<file path="src/rtl/ex_pkg.sv">
package ex_pkg;

  localparam int OP_BITS = 7;

  typedef enum logic [2:0] {
    AK_ARITH = 3'd0,
    AK_AND   = 3'd1,
    AK_OR    = 3'd2,
    AK_XOR   = 3'd3,
    AK_SLL   = 3'd4,
    AK_SRL   = 3'd5,
    AK_SRA   = 3'd6
  } alu_kind_e;

  typedef struct packed {
    logic      is_alu;
    logic      is_mem;
    logic      is_store;
    logic      rel;
    logic [1:0] size;
    logic      sext;
    alu_kind_e kind;
    logic      sub;
    logic      rev;
    logic      use_c;
  } dec_t;

endpackage

</file>
<file path="src/rtl/ex_decode.sv">
module ex_decode
  import ex_pkg::*;
(
  input  logic [OP_BITS-1:0] op,
  output dec_t               d
);

  always_comb begin
    d      = '0;
    d.kind = AK_ARITH;
    if (op[OP_BITS-1:4] == '0 && op[3:0] == 4'h0) begin
      d = d;
    end else if (op[OP_BITS-1:4] == 3'b001) begin
      d.is_mem = 1'b1;
      d.rel    = op[3];
      case (op[2:0])
        3'd0:    d.size = 2'd2;
        3'd1:    begin d.size = 2'd1; d.sext = 1'b1; end
        3'd2:    d.size = 2'd1;
        3'd3:    begin d.size = 2'd0; d.sext = 1'b1; end
        3'd4:    d.size = 2'd0;
        3'd5:    begin d.size = 2'd2; d.is_store = 1'b1; end
        3'd6:    begin d.size = 2'd1; d.is_store = 1'b1; end
        default: begin d.size = 2'd0; d.is_store = 1'b1; end
      endcase
    end else begin
      case (op)
        7'h01: d.is_alu = 1'b1;
        7'h02: begin d.is_alu = 1'b1; d.use_c = 1'b1; end
        7'h03: begin d.is_alu = 1'b1; d.sub = 1'b1; end
        7'h04: begin d.is_alu = 1'b1; d.sub = 1'b1; d.use_c = 1'b1; end
        7'h05: begin d.is_alu = 1'b1; d.sub = 1'b1; d.rev = 1'b1; end
        7'h06: begin d.is_alu = 1'b1; d.sub = 1'b1; d.rev = 1'b1; d.use_c = 1'b1; end
        7'h07: begin d.is_alu = 1'b1; d.kind = AK_AND; end
        7'h08: begin d.is_alu = 1'b1; d.kind = AK_OR;  end
        7'h09: begin d.is_alu = 1'b1; d.kind = AK_XOR; end
        7'h0A: begin d.is_alu = 1'b1; d.kind = AK_SLL; end
        7'h0B: begin d.is_alu = 1'b1; d.kind = AK_SRL; end
        7'h0C: begin d.is_alu = 1'b1; d.kind = AK_SRA; end
        default: d = d;
      endcase
    end
  end

endmodule

</file>
<file path="src/rtl/ex_alu.sv">
module ex_alu
  import ex_pkg::*;
#(
  parameter int W = 32
) (
  input  logic [W-1:0] a,
  input  logic [W-1:0] b,
  input  alu_kind_e    kind,
  input  logic         sub,
  input  logic         rev,
  input  logic         use_c,
  input  logic         c_in,
  output logic [W-1:0] y,
  output logic [3:0]   nzvc
);

  localparam int SHW = $clog2(W);

  logic [W-1:0]   x_op, y_pre, y_op;
  logic           ci;
  logic [W:0]     sum;
  logic [SHW-1:0] sh;
  logic           c_o, v_o;

  always_comb begin
    x_op  = rev ? b : a;
    y_pre = rev ? a : b;
    y_op  = sub ? ~y_pre : y_pre;
    ci    = use_c ? c_in : sub;
    sum   = {1'b0, x_op} + {1'b0, y_op} + {{W{1'b0}}, ci};
    sh    = b[SHW-1:0];
    c_o   = 1'b0;
    v_o   = 1'b0;
    case (kind)
      AK_AND:  y = a & b;
      AK_OR:   y = a | b;
      AK_XOR:  y = a ^ b;
      AK_SLL:  y = a << sh;
      AK_SRL:  y = a >> sh;
      AK_SRA:  y = W'($signed(a) >>> sh);
      default: begin
        y   = sum[W-1:0];
        c_o = sum[W];
        v_o = (x_op[W-1] == y_op[W-1]) && (sum[W-1] != x_op[W-1]);
      end
    endcase
    nzvc = {y[W-1], (y == '0), v_o, c_o};
  end

endmodule

</file>
<file path="src/rtl/ex_agen.sv">
module ex_agen #(
  parameter int W = 32
) (
  input  logic         rel,
  input  logic [W-1:0] pc,
  input  logic [W-1:0] idx_base,
  input  logic [W-1:0] offs,
  output logic [W-1:0] ea
);

  logic [W-1:0] base;

  always_comb begin
    base = rel ? pc : idx_base;
    ea   = base + offs;
  end

endmodule

</file>
<file path="src/rtl/ex_unit.sv">
module ex_unit
  import ex_pkg::*;
#(
  parameter int W    = 32,
  parameter int IMMW = 13,
  parameter int REGW = 5
) (
  input  logic                             clk,
  input  logic                             rst_n,
  input  logic                             issue,
  input  logic [OP_BITS+2*REGW+IMMW+1:0]   instr,
  input  logic [W-1:0]                     pc,
  input  logic [W-1:0]                     src_a,
  input  logic [W-1:0]                     src_b,
  output logic [W-1:0]                     alu_res,
  output logic                             alu_we,
  output logic [W-1:0]                     eff_addr,
  output logic                             mem_rd,
  output logic                             mem_wr,
  output logic [1:0]                       mem_size,
  output logic                             mem_sext,
  output logic [3:0]                       flags,
  output logic [REGW-1:0]                  dst_idx,
  output logic [REGW-1:0]                  src_a_idx
);

  localparam int IW    = OP_BITS + 2*REGW + IMMW + 2;
  localparam int OP_LO = IW - OP_BITS;
  localparam int SCC_B = OP_LO - 1;
  localparam int RD_LO = SCC_B - REGW;
  localparam int RA_LO = RD_LO - REGW;
  localparam int SEL_B = RA_LO - 1;
  localparam int EXTW  = W - IMMW;

  dec_t         dec;
  logic [W-1:0] opb;
  logic [3:0]   alu_nzvc;
  logic [3:0]   flags_q, flags_nx;
  logic         scc, flags_en;

  ex_decode u_dec (
    .op (instr[IW-1:OP_LO]),
    .d  (dec)
  );

  // second operand: register or sign-extended immediate
  always_comb begin
    if (instr[SEL_B])
      opb = {{EXTW{instr[IMMW-1]}}, instr[IMMW-1:0]};
    else
      opb = src_b;
  end

  ex_alu #(.W(W)) u_alu (
    .a     (src_a),
    .b     (opb),
    .kind  (dec.kind),
    .sub   (dec.sub),
    .rev   (dec.rev),
    .use_c (dec.use_c),
    .c_in  (flags_q[0]),
    .y     (alu_res),
    .nzvc  (alu_nzvc)
  );

  ex_agen #(.W(W)) u_agen (
    .rel      (dec.rel),
    .pc       (pc),
    .idx_base (src_a),
    .offs     (opb),
    .ea       (eff_addr)
  );

  assign scc       = instr[SCC_B];
  assign alu_we    = issue & dec.is_alu;
  assign mem_rd    = issue & dec.is_mem & ~dec.is_store;
  assign mem_wr    = issue & dec.is_mem & dec.is_store;
  assign mem_size  = dec.size;
  assign mem_sext  = dec.sext;
  assign dst_idx   = instr[RD_LO +: REGW];
  assign src_a_idx = instr[RA_LO +: REGW];
  assign flags     = flags_q;

  // condition register: next state
  always_comb begin
    flags_en = issue & scc & dec.is_alu;
    flags_nx = flags_en ? alu_nzvc : flags_q;
  end

  // condition register: state
  always_ff @(posedge clk or negedge rst_n) begin
    if (!rst_n)
      flags_q <= '0;
    else if (flags_en)
      flags_q <= flags_nx;
  end


  flags_hold_chk: assert property (@(posedge clk) disable iff (!rst_n)
    !(alu_we && scc) |=> $stable(flags));


  zero_flag_chk: assert property (@(posedge clk) disable iff (!rst_n)
    (alu_we && scc) |=> (flags[2] == ($past(alu_res) == '0)));


  neg_flag_chk: assert property (@(posedge clk) disable iff (!rst_n)
    (alu_we && scc) |=> (flags[3] == $past(alu_res[W-1])));


  logic_no_cv_chk: assert property (@(posedge clk) disable iff (!rst_n)
    (alu_we && scc && dec.kind != AK_ARITH) |=> (flags[1:0] == 2'b00));


  strobe_excl_chk: assert property (@(posedge clk) disable iff (!rst_n)
    $onehot0({alu_we, mem_rd, mem_wr}));


  imm_sext_chk: assert property (@(posedge clk) disable iff (!rst_n)
    instr[SEL_B] |-> ((opb[W-1:IMMW-1] == '0) || (&opb[W-1:IMMW-1])));

endmodule

</file>
<file path="config.mk">
export PLATFORM = sky130hd
export DESIGN_NAME = ex_unit
export DESIGN_NICKNAME = d
export VERILOG_FILES = /design/src/rtl/ex_pkg.sv /design/src/rtl/ex_decode.sv /design/src/rtl/ex_alu.sv /design/src/rtl/ex_agen.sv /design/src/rtl/ex_unit.sv
export SDC_FILE = /design/constraint.sdc
export NUM_CORES = 1
export LEC_CHECK = 0
export BUFFER_PORTS_ARGS = -buffer_cell sky130_fd_sc_hd__buf_4
export CORE_MARGIN = 2
export CORE_UTILIZATION = 45
export DETAILED_ROUTE_END_ITERATION = 12
export MAX_ROUTING_LAYER = met4
export PLACE_DENSITY = 0.67
export SYNTH_ARGS = -nofsm -noshare
export SYNTH_HDL_FRONTEND = slang
export SYNTH_SLANG_ARGS = --single-unit
</file>
<file path="constraint.sdc">
create_clock -name clk -period 11.87 [get_ports clk]
set_input_delay 1.187 -clock clk [delete_from_list [all_inputs] [get_ports clk]]
set_output_delay 1.187 -clock clk [all_outputs]
set_load 0.005 [all_outputs]
</file>
* Word level (Yosys, flattened, before mapping)
Index checks and enable logic that the tools add are counted.
W data, S select, Z words.
** Storage, ports and cells
- Word-level logic and storage cells :: 81
- Register bits :: 4
- Output and inout bits :: 84
- Input bits :: 131
** Operators by class
- Bitwise operators :: 11
- Equal/unequal tests :: 27
- Mux-type cells :: 21
- Shift operators :: 3
- $add $sub $neg :: 3
- Reduce and logical (&&, ||, !) cells :: 15
** Operators by type and width (count)
- $pmux W32 S6 :: 1
- $mux W32 :: 5
- $eq A7 B4 Y1 const B :: 5
- $add A32 B32 Y33 :: 1
- $add A33 B1 Y33 :: 1
- $add A32 B32 Y32 :: 1
- $and A32 B32 Y32 :: 1
- $logic_not A32 Y1 :: 1
- $not A32 Y32 :: 1
- $or A32 B32 Y32 :: 1
- $shl A32 B5 Y32 :: 1
- $shr A32 B5 Y32 :: 1
- $sshr A32 B5 Y32 :: 1
- $xor A32 B32 Y32 :: 1
- $eq A7 B3 Y1 const B :: 4
- $eq A3 B3 Y1 const B :: 6
- $pmux W3 S6 :: 1
- $eq A7 B2 Y1 const B :: 2
- $mux W13 :: 1
- $eq A3 B2 Y1 const B :: 4
- $mux W6 :: 2
- $reduce_or A12 Y1 :: 1
- $mux W1 :: 10
- $eq A3 B1 Y1 const B :: 3
- 14 further kinds :: 24

* Depth between registers and ports, before layout
- Depth in word-level cells :: 13
- Depth in mapped cells :: 22
- Gate-level depth less buffers :: 19

* Cells and area by module
A second synthesis with hierarchy kept.
** Second synthesis, totals
- Cells, all modules :: 1579
- Area total of the unflattened synthesis :: 11658.7 sq um
** By module, submodules not included
- ex_alu :: area an instance 8770.9 sq um, times used 1, cells an instance 1196, sequential area each 0.0 sq um
- ex_agen :: area an instance 2059.5 sq um, times used 1, cells an instance 267, sequential area each 0.0 sq um
- ex_unit :: area an instance 593.1 sq um, times used 1, cells an instance 81, sequential area each 100.1 sq um
- ex_decode :: area an instance 235.2 sq um, times used 1, cells an instance 35, sequential area each 0.0 sq um

* Worst setup path after synthesis
No wires, ideal clock.
- Path kind :: input-to-output
- Start :: input instr[31]
- End :: output alu_res[30]
- Path buffers :: 3
- Slack :: 5.100 ns
- Required time :: 10.683 ns
- Data arrival time :: 5.583 ns
- Cell stages on the path :: 18
- Cells stage by stage :: nor3_1 clkbuf_1 and4b_1 clkbuf_1 clkbuf_1 nand2_1 o21ai_0 fa_1 inv_1 fa_1 nand2b_1 a21oi_1 o21ai_0 o211a_1 nor3_1 o211ai_1 a21o_1 o311ai_0
** On the way
- Longest elaborated chain between the ends :: 11
- Elaborated cells on any way between the ends :: 37
- Those cells by class :: add/sub: 2; eq/ne: 18; mux: 11; bitwise: 1; reduce/logical: 5
** Ends and longest elaborated chain
- from (decl) :: line ex_unit.sv:11 : input logic [OP_BITS+2*REGW+IMMW+1:0] instr,
- $eq A7 B3 Y1 :: line ex_decode.sv:27 : case (op)
- $reduce_or A2 Y1 (no source line)
- $mux W1 :: line ex_decode.sv:27
- $mux W6 :: line ex_decode.sv:13 : end else if (op[OP_BITS-1:4] == 3'b001) begin
- $mux W13 (*) :: line ex_decode.sv:11 : if (op[OP_BITS-1:4] == '0 && op[3:0] == 4'h0) begin
- $mux W32 :: line ex_alu.sv:27 : y_pre = rev ? a : b;
- $not A32 Y32 :: line ex_alu.sv:28 : y_op = sub ? ~y_pre : y_pre;
- $mux W32 :: line ex_alu.sv:28
- $add A32 B32 Y33 :: line ex_alu.sv:30 : sum = {1'b0, x_op} + {1'b0, y_op} + {{W{1'b0}}, ci};
- $add A33 B1 Y33 :: line ex_alu.sv:30
- $pmux W32 S6 (*) :: line ex_alu.sv:34 : case (kind)
- to (decl) :: line ex_unit.sv:15 : output logic [W-1:0] alu_res,
Mark *: on every way between the ends. The rest lies on a longest branch, timed or not.

* Worst setup path in the final report
- Start :: input instr[13]
- End :: output eff_addr[31]
** On the way
- Longest elaborated chain between the ends :: 2
** Ends and longest elaborated chain
- $mux W32 :: line ex_unit.sv:48 : if (instr[SEL_B])
- $add A32 B32 Y32 :: line ex_agen.sv:15 : ea = base + offs;
- to (decl) :: line ex_unit.sv:17 : output logic [W-1:0] eff_addr,
Every way passes these cells.

==> summary.md <==
| Metric | Value |
|---|---|
| Cts bufs inserted | `3` |
| Critical path endpoint | `eff_addr[31]` |
| Worst setup EP type | `output pin` |
| Post-synth EDFFs | `0` |
| Reg2reg start | `flags[0]$_DFFE_PN0P_` |
| Register bit total from synthesis | `4` |
| Max_cap viols | `0` |
| WL/cell | `27.9 µm` |
| Register area share after synthesis | `0.890%` |
| # fillers | `2531` |
| Capturing point of the worst reg2reg path | `flags[2]$_DFFE_PN0P_` |
| Slew Viols, Final | `0` |
| Worst Max-Slew Pin Slew | `1.17 ns` |
| Clk Latency, worst-skew pair | `0.23 ns` |
| CP startpoint kind | `input pin` |
| First-pass GRT wire length | `83.5 mm` |
| Setup crit start | `instr[13]` |
| Final critical-path required period | `7.73 ns` |
| Sink Count | `4` |
| Reg2reg setup slack | `7.12 ns` |
| Row count | `57` |
| Final setup vio count | `0` |
| Asr flop ratio synth | `100%` |
| Detail Route Antenna Nets | `0` |
| Count of cell types in the netlist | `84` |
| Root Buffer | `clkbuf_16` |
| Via density | `6.84` |
| CTS Buffer Depth | `2` |
| Nets@finish | `1962` |
| Initial core utilization | `46.0%` |
| Final period utilization | `65.1%` |
| Peak supply drop | `0.0000590 V` |
| Worst setup margin | `4.14 ns` |
| Outcome | `completed` |
| Dpl ws | `4.28 ns` |
| Crit path max fanout | `39` |
| Worst slew margin | `21.2%` |
| Top FF cell, synth | `dfrtp_1` |
| Tot Pwr | `933 µW` |
| HPWL after DPL | `44.1 mm` |
| Fmax | `129 MHz` |
| Global placer's final weighted congestion | `1.07` |
| RSZ-0062 raised after global routing | `no` |
| Total wire length | `56.5 mm` |
| CTS tree | `yes` |
| Hold Fails Final Rpt | `0` |
| Power Density | `72.8 nW/µm²` |
| Post-Layout Cell Count | `2024` |
| Syn Area/Cell | `6.99 µm²` |
| Flip-flop count of the largest register after layout | `4` |
| Die Span X | `162 µm` |
| Clk slew on worst S/H paths | `0.03 ns` |
| # IOs | `215` |
| Layout area overhead | `13.9%` |
| Mapped Nets | `1870` |
| Final setup TNS | `0 ns` |
| Synth warnings | `0` |
| Worst path arrival time | `6.54 ns` |
| Crit path required time | `10.68 ns` |
| Share of post-route cells with drive strength above 1 | `19.0%` |
| Residual DRC | `0` |
| Initial antenna violation count | `1` |
| WHS | `0.476 ns` |
| Placed cell count | `2020` |
| Port bufs | `194` |
| Vias in the first global route | `13100` |
| Total core area | `24500 µm²` |
| Setup Skew | `0.00278 ns` |
| R2r worst-path depth | `16` |
| Iter 0 DRT Violations | `1838` |
| Max H-tree Level | `1` |
| Pin count of the biggest net entering global routing | `111` |
| DR vias | `13800` |
| Setup repair bufs after CTS | `0` |
| Crit Path Category | `in -> out` |
| Die area | `26300 µm²` |
| Pleak | `5.67 nW` |
| Gr usage total | `43.1%` |
| Hold Buf Count CTS | `0` |
| DIE HEIGHT | `162 µm` |
| Post-synthesis cell area | `11200 µm²` |
| Commonest cells after routing, fill and taps aside | `buf_4 (224), nand2_1 (180), a21oi_1 (154)` |
| Post-CTS Resized | `0` |
| Worst Hold Class | `reg -> reg` |
| Most common cell after layout, fill and taps aside | `buf_4` |
| 1st-pass router iterations | `6` |
| Gr ovfl total | `0` |
| Synthesized instance count | `1609` |
[metrics by stage]
stage	util, %	cell area [µm²]
CTS	52.4	12800
global route	52.4	12800
floorplan	-	11200
global placement	52.1	12700
finish	52.4	12800
detailed placement	52.1	12700
[where the power goes]
| part | leakage, nW | internal, mW | switching (mW) |
|---|---|---|---|
| logic | 5.58 | 0.362 | 0.498 |
| clock network | 0.0370 | 0.0432 | 0.0113 |
| registers | 0.0531 | 0.0166 | 0.00230 |
[cells by family (layout without fill, tap and decap cells)]
family          Yosys count  in the layout  share of synthesized area [%]
buf+inv                 233            323                           8.85
fa+ha+maj               130            130                           14.7
xor+xnor                 83             83                           6.46
other cells               0              1                              0
simple gates            472            472                           19.0
flops                     4              4                          0.890
mux                     134            134                           18.8
compound gates          553            553                           31.3
[Yosys cell counts, types with 10 or more instances]
cell,n,area (µm²)
a211oi_1,24,180
a21o_1,31,233
a21oi_1,155,776
a22oi_1,13,97.6
and3_1,13,81.3
buf_1,16,60.1
buf_2,17,85.1
buf_4,12,90.1
clkbuf_1,85,319
ha_1,127,1590
inv_1,91,342
mux2i_1,68,681
mux4_2,59,1330
nand2_1,180,676
nand3_1,29,145
nor2_1,138,518
nor3_1,40,200
nor4_1,10,62.6
o2111ai_1,12,105
o211ai_1,25,188
o21a_1,13,97.6
o21ai_0,147,736
o22ai_1,20,125
xnor2_1,64,561
xor2_1,19,166
[how the worst min path moves through the flow]
| stage | from | to | slack [ns] | cells past startpoint |
|---|---|---|---|---|
| 3_3_place_gp | flags[2]$_DFFE_PN0P_ | flags[2]$_DFFE_PN0P_ | 0.46 | 2 |
| 3_5_place_dp | flags[2]$_DFFE_PN0P_ | flags[2]$_DFFE_PN0P_ | 0.46 | 2 |
| 4_1_cts | flags[2]$_DFFE_PN0P_ | flags[2]$_DFFE_PN0P_ | 0.47 | 2 |
| 5_1_grt | flags[1]$_DFFE_PN0P_ | flags[1]$_DFFE_PN0P_ | 0.52 | 2 |
| 6_report | flags[2]$_DFFE_PN0P_ | flags[2]$_DFFE_PN0P_ | 0.48 | 2 |
| 2_1_floorplan | flags[2]$_DFFE_PN0P_ | flags[2]$_DFFE_PN0P_ | 0.46 | 2 |
[layer usage]
layer / vias up / wire [µm] / global-route usage, %
met5: - / 0 / -
met4: 0 / 4450 / 27.4
met3: 187 / 4650 / 4.83
met2: 934 / 25300 / 67.6
met1: 6564 / 22000 / 53.0
li1: 6162 / - / -
[area by class of cell]
class                   count  area (µm²)  area share, %
repair buffers            224        1680           13.1
diodes                      1        2.50         0.0195
clock buffers               3        75.1          0.586
inverters                  96         363           2.83
flip-flops and latches      4         100          0.781
multi-input cells        1372       10200           79.5
well taps                 324         405           3.16
[worst max-delay path, stage by stage]
cell and delay (ns):
buf_4 0.37, mux2i_4 0.29, buf_4 0.56, inv_4 0.24
ha_1 0.29, a21o_1 0.18, a21oi_1 0.26, o2111ai_1 0.17
a41oi_1 0.54, o21ai_0 0.31, nor4b_1 0.58, o31ai_1 0.16
a221oi_1 0.69, o21ai_0 0.19, a21oi_1 0.22, xnor2_1 0.14
buf_4 0.13
Power figures use the tool's default switching activity.
